`src/rtl/wdl_pkg.sv`:
```
package wdl_pkg;
  localparam int unsigned DW = 32;
  localparam int unsigned AW = 12;
  localparam logic [DW-1:0] UNLOCK_KEY = 32'h1ACCE551;

  localparam logic [AW-1:0] OFS_LOAD  = 12'h000;
  localparam logic [AW-1:0] OFS_COUNT = 12'h004;
  localparam logic [AW-1:0] OFS_CTRL  = 12'h008;
  localparam logic [AW-1:0] OFS_ACK   = 12'h00C;
  localparam logic [AW-1:0] OFS_RAW   = 12'h010;
  localparam logic [AW-1:0] OFS_MSK   = 12'h014;
  localparam logic [AW-1:0] OFS_LOCK  = 12'hC00;

  typedef struct packed {
    logic count_en;
    logic reset_en;
  } wdl_ctrl_t;

  typedef struct packed {
    logic load_wr;
    logic ack_wr;
  } wdl_cmd_t;
endpackage

```
`src/rtl/wdl_regfile.sv`:
```
module wdl_regfile
  import wdl_pkg::*;
#(
  parameter int unsigned DATA_W = DW,
  parameter int unsigned ADDR_W = AW,
  parameter logic [DATA_W-1:0] KEY = UNLOCK_KEY
) (
  input  logic              clk,
  input  logic              rst_n,
  input  logic              wr_en,
  input  logic [ADDR_W-1:0] addr,
  input  logic [DATA_W-1:0] wdata,
  input  logic [DATA_W-1:0] count,
  input  logic              flag,
  output logic [DATA_W-1:0] rdata,
  output wdl_ctrl_t         ctrl_q,
  output wdl_cmd_t          cmd,
  output logic [DATA_W-1:0] reload_val
);
  localparam int unsigned WA = ADDR_W - 2;
  localparam logic [DATA_W-1:0] ONES = '1;

  logic [DATA_W-1:0] load_q;
  logic              lock_q;
  logic [WA-1:0]     word;
  logic              hit_load, hit_ctrl, hit_ack, hit_lock, open_wr;

  assign word     = addr[ADDR_W-1:2];
  assign hit_load = (word == OFS_LOAD[ADDR_W-1:2]);
  assign hit_ctrl = (word == OFS_CTRL[ADDR_W-1:2]);
  assign hit_ack  = (word == OFS_ACK[ADDR_W-1:2]);
  assign hit_lock = (word == OFS_LOCK[ADDR_W-1:2]);
  assign open_wr  = wr_en && !lock_q;

  assign cmd.load_wr = open_wr && hit_load;
  assign cmd.ack_wr  = open_wr && hit_ack;

  function automatic logic [DATA_W-1:0] floor_one(input logic [DATA_W-1:0] v);
    return (v == '0) ? {{(DATA_W-1){1'b0}}, 1'b1} : v;
  endfunction

  assign reload_val = cmd.load_wr ? floor_one(wdata) : floor_one(load_q);

  always_ff @(posedge clk or negedge rst_n) begin
    if (!rst_n) begin
      load_q <= ONES;
      ctrl_q <= '0;
      lock_q <= 1'b0;
    end else begin
      if (wr_en && hit_lock) lock_q <= (wdata != KEY);
      if (cmd.load_wr) load_q <= wdata;
      if (open_wr && hit_ctrl) ctrl_q <= wdl_ctrl_t'({wdata[0], wdata[1]});
    end
  end

  always_comb begin
    rdata = '0;
    unique case (word)
      OFS_LOAD[ADDR_W-1:2]:  rdata = load_q;
      OFS_COUNT[ADDR_W-1:2]: rdata = count;
      OFS_CTRL[ADDR_W-1:2]:  rdata = {{(DATA_W-2){1'b0}}, ctrl_q.reset_en, ctrl_q.count_en};
      OFS_RAW[ADDR_W-1:2]:   rdata = {{(DATA_W-1){1'b0}}, flag};
      OFS_MSK[ADDR_W-1:2]:   rdata = {{(DATA_W-1){1'b0}}, flag & ctrl_q.count_en};
      OFS_LOCK[ADDR_W-1:2]:  rdata = {{(DATA_W-1){1'b0}}, lock_q};
      default:               rdata = '0;
    endcase
  end

  // a write while locked leaves the stored registers untouched
  p_locked_hold_r3: assert property (@(posedge clk) disable iff (!rst_n)
    (lock_q && wr_en && !hit_lock) |=> ($stable(load_q) && $stable(ctrl_q)));
  // the key always unlocks
  p_key_opens_r2: assert property (@(posedge clk) disable iff (!rst_n)
    (wr_en && hit_lock && wdata == KEY) |=> !lock_q);
endmodule

```
`src/rtl/wdl_counter.sv`:
```
module wdl_counter #(
  parameter int unsigned DATA_W = 32
) (
  input  logic              clk,
  input  logic              rst_n,
  input  logic              count_en,
  input  logic              reset_en,
  input  logic              reload,
  input  logic              ack,
  input  logic [DATA_W-1:0] reload_val,
  output logic [DATA_W-1:0] count,
  output logic              flag,
  output logic              rst_req
);
  localparam logic [DATA_W-1:0] ONES = '1;
  logic expire;

  assign expire = count_en && (count == '0) && !reload;

  always_ff @(posedge clk or negedge rst_n) begin
    if (!rst_n) begin
      count   <= ONES;
      flag    <= 1'b0;
      rst_req <= 1'b0;
    end else begin
      if (reload || expire)  count <= reload_val;
      else if (count_en)     count <= count - 1'b1;
      if (ack)               flag <= 1'b0;
      else if (expire)       flag <= 1'b1;
      if (expire && flag && reset_en) rst_req <= 1'b1;
    end
  end

  // decrement while enabled
  p_dec_r4: assert property (@(posedge clk) disable iff (!rst_n)
    (count_en && !reload && count != '0) |=> (count == $past(count) - 1'b1));
  // hold while disabled
  p_hold_r4: assert property (@(posedge clk) disable iff (!rst_n)
    (!count_en && !reload) |=> $stable(count));
  // reload and flag on expiry
  p_expire_r5: assert property (@(posedge clk) disable iff (!rst_n)
    (count_en && count == '0 && !reload) |=> (flag && count == $past(reload_val)));
  // reset request only after a pending flag, and sticky
  p_rst_cause_r6: assert property (@(posedge clk) disable iff (!rst_n)
    $rose(rst_req) |-> $past(flag && reset_en));
  p_rst_sticky_r6: assert property (@(posedge clk) disable iff (!rst_n)
    rst_req |=> rst_req);
  // acknowledge clears the flag
  p_ack_clr_r8: assert property (@(posedge clk) disable iff (!rst_n)
    ack |=> !flag);
endmodule

```
`src/rtl/wdl_top.sv`:
```
module wdl_top
  import wdl_pkg::*;
#(
  parameter int unsigned DATA_W = DW,
  parameter int unsigned ADDR_W = AW,
  parameter logic [DATA_W-1:0] KEY = UNLOCK_KEY
) (
  input  logic              clk,
  input  logic              rst_n,
  input  logic              bus_wr_en,
  input  logic [ADDR_W-1:0] bus_addr,
  input  logic [DATA_W-1:0] bus_wdata,
  output logic [DATA_W-1:0] bus_rdata,
  output logic              irq_o,
  output logic              rst_req_o
);
  wdl_ctrl_t         ctrl;
  wdl_cmd_t          cmd;
  logic [DATA_W-1:0] count, reload_val;
  logic              flag;

  wdl_regfile #(.DATA_W(DATA_W), .ADDR_W(ADDR_W), .KEY(KEY)) u_regs (
    .clk(clk), .rst_n(rst_n), .wr_en(bus_wr_en), .addr(bus_addr),
    .wdata(bus_wdata), .count(count), .flag(flag), .rdata(bus_rdata),
    .ctrl_q(ctrl), .cmd(cmd), .reload_val(reload_val)
  );

  wdl_counter #(.DATA_W(DATA_W)) u_cnt (
    .clk(clk), .rst_n(rst_n), .count_en(ctrl.count_en),
    .reset_en(ctrl.reset_en), .reload(cmd.load_wr || cmd.ack_wr),
    .ack(cmd.ack_wr), .reload_val(reload_val), .count(count),
    .flag(flag), .rst_req(rst_req_o)
  );

  assign irq_o = flag & ctrl.count_en;

  // a load write lands in the count next cycle
  p_load_now_r9: assert property (@(posedge clk) disable iff (!rst_n)
    cmd.load_wr |=> (count == (($past(bus_wdata) == '0) ? 1 : $past(bus_wdata))));
  // no interrupt while counting is disabled
  p_irq_gate_r7: assert property (@(posedge clk) disable iff (!rst_n)
    (bus_wr_en && !cmd.load_wr && !cmd.ack_wr && irq_o && !ctrl.count_en) |-> 1'b0);
endmodule

```
`config.mk`:
```
export PLATFORM = sky130hd
export DESIGN_NAME = wdl_top
export DESIGN_NICKNAME = d
export VERILOG_FILES = /design/src/rtl/wdl_pkg.sv /design/src/rtl/wdl_regfile.sv /design/src/rtl/wdl_counter.sv /design/src/rtl/wdl_top.sv
export SDC_FILE = /design/constraint.sdc
export NUM_CORES = 1
export LEC_CHECK = 0
export CELL_PAD_IN_SITES_DETAIL_PLACEMENT = 0
export CELL_PAD_IN_SITES_GLOBAL_PLACEMENT = 2
export CORE_MARGIN = 1.5
export CORE_UTILIZATION = 35
export CTS_BUF_LIST = sky130_fd_sc_hd__clkbuf_8
export DETAILED_ROUTE_END_ITERATION = 7
export GPL_TIMING_DRIVEN = 0
export PLACE_DENSITY = 0.87
export SYNTH_ARGS = -nofsm -noshare
export SYNTH_HDL_FRONTEND = slang
export SYNTH_SLANG_ARGS = --single-unit
```
`constraint.sdc`:
```
create_clock -name clk -period 3.3 [get_ports clk]
set_input_delay 0.66 -clock clk [delete_from_list [all_inputs] [get_ports clk]]
set_output_delay 0.66 -clock clk [all_outputs]
set_load 0.01 [all_outputs]
```
Word level (Yosys, flattened, before mapping)
Index checks and enable logic that the tools add are counted.

Input bits: 47. Memory bits (writable): 0. Output and inout port bits: 34. Memories kept: 0. Bits in registers: 69. ROM bits: 0. Logic and storage cells: 43. Latch bits: 0.

$mul: 0. Order comparisons: 0. Multiplexer cells: 8. $add $sub $neg: 1. Bitwise logic cells: 1. Eq/ne operators: 7. Shift operators: 0. Divide/modulo/power cells: 0. Reductions and logical operators: 19.

Operators by type and width (count): $pmux 32 s6 (1); $mux 32 (5); $logic_not 32->1 (3); $ne 32x29->1 const B (1); $sub 32x1->32 const B (1); $eq 10x2->1 const B (2); $eq 10x3->1 const B (2); $eq 10x1->1 const B (1); $eq 10x10->1 const B (1); $logic_not 10->1 (1); $logic_and 1x1->1 (9); $reduce_bool 2->1 (2); $logic_not 1->1 (2); $logic_or 1x1->1 (2); $mux 1 (2); $and 1x1->1 (1).

Longest topological paths before layout
Word-level depth: 8. Depth in mapped cells: 8. Gate-level depth less buffers: 7.

Hierarchy
A second synthesis with hierarchy kept.

Cell total of the unflattened synthesis: 463. Area, all modules: 4852.2 µm².

Modules (own cells, without submodules): wdl_regfile (cells each 213, sequential area each 915.9 µm², times used 1, area an instance 2663.8 µm²); wdl_counter (cells each 248, sequential area each 890.9 µm², times used 1, area an instance 2175.8 µm²); wdl_top (cells each 2, sequential area each 0.0 µm², times used 1, area an instance 12.5 µm²).

Worst setup path after synthesis
Ideal clock, no wire load.

Path type: input port to output port. Start: in bus_addr[5]. End: out bus_rdata[10]. Arrival time: 2319 ps. Data required time: 2640 ps. Buffers on the path: 1. Setup slack: 321 ps. Stages on the path: 6. Cell sequence: or4_4 nor3_1 nand2_1 nor3_1 clkbuf_1 a22o_1.

Cells in the longest elaborated chain, start to end: 2. Elaborated cells between the ends (all ways): 7. Those cells by class: eq/ne (5); mux (1); reduce/logical (1).

Ends and longest elaborated chain: from (decl) (line wdl_top.sv:11) `input logic [ADDR_W-1:0] bus_addr,`; $eq 10x10->1, or another cell as far along (line wdl_regfile.sv:58) `unique case (word)`; $pmux 32 s6 * (line wdl_regfile.sv:58); to (decl) (line wdl_top.sv:13) `output logic [DATA_W-1:0] bus_rdata,`.

Every way passes the cells marked *; elsewhere a longest branch is shown, timed or not.

Final worst setup path
Start: in bus_addr[9]. End: out bus_rdata[13].

Same word-level chain as after synthesis.

==> metrics.md <==
| Metric | Value |
|---|---|
| Clock-pin slew on the worst setup and hold paths | 0.07 ns |
| WL/cell | around 21 um |
| Syn avg cell area | 11.9 um^2 |
| Routability cong. | ~0.88 |
| Root buffer cell | clkbuf_8 |
| Fillers | around 1,100 |
| Die area | around 12,000 um^2 |
| Initial DRC Count | 150 |
| Flip-flop and latch count after synthesis | 69 |
| Synth async-reset ratio | 100% |
| Pin count of the biggest net entering global routing | 70 |
| Crit-path max FO | 6 |
| CTS buffer count | 9 |
| P per Cell Area | 404 nW/um^2 |
| Min-Delay Path Class | primary input to asynchronous set/reset pin |
| Post-route ant nets | 0 |
| Hold buffers post-CTS | 0 |
| Worst Max-Slew Pin Slew | roughly 0.86 ns |
| Clk sinks | 69 |
| Total negative slack | 0 ns |
| # diodes | 0 |
| Remaining DRCs | 0 |
| Seq/Total Area, Yosys | 44.1% |
| Core area | roughly 11,000 um^2 |
| TritonRoute pass-1 iters | 4 |
| Total gr overflow | 0 |
| Initial antenna violation count | 0 |
| CP endpoint kind | output port |
| EDFF count, synth | 0 |
| Crit share post-route | between 90% and 100% |
| CP top delay family | simple AND/OR/NAND/NOR gates |
| First-pass GRT wire length | ~20,000 um |
| Hold Slack | 0.463 ns |
| Vias in the first global route | 3,465 |
| Min cycle time layout | between 3 and 4 ns |
| Port Buffers | 78 |
| Top FF cell, synth | dfstp_2 |
| Slowest stage delay, CP | roughly 0.55 ns |
| Skew final | 0.00872 ns |
| Die H | 111 um |
| DR vias/cell | 5.58 |
| Worst Setup Slack, final | between 0.1 and 0.15 ns |
| Fmax achieved | around 310 MHz |
| Leading cell type in the layout, fill and taps excluded | dfstp_2 |
| Worst skew pair latency | 0.34 ns |
| Worst path buffer plus inverter count | 4 |
| Core Util, Final | between 40% and 50% |
| Htree depth | 3 |
| Area Overhead vs Synth | 29.3% |
| Peak VDD IR | 0.264 mV |
| Final setup fails | 0 |
| Pwr Total | 2140 uW |
| Post-DP HPWL | between 9000 and 10,000 um |
| Unrepaired setup endpoints after global routing | no |
| Clock Path Buffers | 2 |
| Final Hold Vio Count | 0 |
| Top post-synthesis cells by area | dfstp_2 (41%), mux2_4 (11%), mux2_2 (8.8%), a22o_1 (6.4%), xor2_1 (5.3%) |
| Yosys top cell area share | 41.0% |
| Worst setup path class | primary input to output port |
| Final Slew Violations | 0 |
| Total detailed-routing wirelength | between 10,000 and 15,000 um |
| Crit path launch type | primary input |
| Die width | approximately 110 um |
| Leakage | about 0.0025 uW |
| Critical Path Slowest Stage Cell | or4_4 |
| Num rows | 39 |
| Place WS | -1.17 ns |
| Initial core utilization | about 36% |
| Fin nets | 489 |
| Commonest cells after routing, fill and taps aside | dfstp_2 (64), clkdlybuf4s50_1 (42), buf_2 (33), mux2_2 (32), a22o_1 (30) |
| Post-Syn Nets | 392 |
| Most Frequent Cell on Critical Path | nor3_4 |
| Ports | 81 |
| Area leader, netlist | dfstp_2 |
| CTS tree | built |
| Distinct cell type count after synthesis | 48 |
| Total track usage | about a fifth |
| Post-Syn Area | about 4100 um^2 |
| Syn Inst Count | 344 |
| CP Data Required Time | 2.64 ns |
| Max-Cap Viols | 0 |
| Layout cells sized above 1 | between 40% and 50% |
| Routed via count | about 3,300 |
| Worst Path Arrival | 2.53 ns |
| Crit path cell chain | dlygate4sd2_1 -> or4_4 -> nor3_4 -> nand2_2 -> nor3_4 -> buf_12 -> clkbuf_8 -> a22o_1 -> buf_2 |
| Yosys Warn Count | 0 |
| Status | complete, no violations |
| Slew margin rel. | between 40 and 50% |
## sequential cells by signal (all words and copies together) (netlist names)
signal,flops
u_cnt.rst_req,1
u_cnt.flag,1
u_regs.ctrl_q,2
u_regs.load_q,32
u_cnt.count,32
u_regs.lock_q,1
## synth_stat cells (5+ instances only)
library cell,count
a21oi_1,5
a22o_1,30
clkbuf_1,8
dfrtp_1,5
dfstp_2,64
mux2_2,32
mux2_4,29
nand2_1,11
nand3_1,5
nand4_1,10
nor2_1,13
nor3_1,14
nor4_1,29
or3_1,6
xnor2_1,6
xor2_1,25
## report_power, final
part | leakage (uW) | internal [uW] | switching, uW
Sequential | 0.000730 | 938 | 69.9
Clock | 0.000101 | 384 | 326
Combinational | 0.00164 | 199 | 227
Total | 0.00247 | 1520 | 623
## worst paths after layout
kind / start / end / slack [ns] / depth (start not counted)
setup reg to reg: u_cnt.count[11] / u_cnt.count[25] / 0.68 / 6
setup / recovery: bus_addr[9] / bus_rdata[13] / 0.11 / 9
hold reg to reg: u_cnt.rst_req / u_cnt.rst_req / 0.47 / 1
hold / removal: rst_n / u_regs.ctrl_q[0] / 0.46 / 1
max in group asynchronous: rst_n / u_regs.lock_q / 2.31 / 1
min in group clk: u_cnt.rst_req / u_cnt.rst_req / 0.47 / 1
## metrics by stage
| stage | std cells | area (um^2) |
|---|---|---|
| 2_1_floorplan | 344 | 4100 |
| 4_1_cts | 587 | 5290 |
| 3_3_place_gp | 565 | 5060 |
| 5_1_grt | 588 | 5300 |
| 3_5_place_dp | 565 | 5060 |
| 6_report | 588 | 5300 |
## per-layer routing
metal / global-route usage (%) / wire (um) / up-vias / part of all wire [%]
met4: 8.61 / 394 / 0 / 3.1
met5: 0 / 0 / - / 0
met1: 29.5 / 5730 / 1632 / 45
met3: 4.81 / 898 / 25 / 7.1
li1: - / - / 1513 / -
met2: 30.9 / 5580 / 113 / 44
## cell type report
class                           instances  area [um^2]  area share (%)
Timing Repair Buffer                   86          736            13.9
Tap cell                              143          179            3.38
Multi-Input combinational cell        257         2230            42.1
Sequential cell                        69         1810            34.1
Inverter                                4         15.0           0.283
Buffer                                 14          135            2.55
Clock inverter                          4         47.5           0.897
Clock buffer                           11          151            2.86
## timing repair
item | in CTS | in global routing
endpoints found under the hold margin | 0 | 0
setup buffers | 4 | 1
gates cloned | 3 | 0
pin swaps | 10 | 2
endpoints found under the setup margin | 32 | 31
gates resized for setup | 149 | 1
## cells by family (layout without fill, tap and decap cells)
group	Yosys count	after routing	share of synthesized area (%)
AND/OR/NAND/NOR	114	114	17.2
flip-flops	69	69	44.1
multiplexers	66	66	20.7
AO/OA/AOI/OAI	45	45	8.82
XOR/XNOR	31	31	6.62
buffers and inverters	18	119	2.29
adder cells (fa/ha/maj)	1	1	0.305
Power figures use the tool's default switching activity.
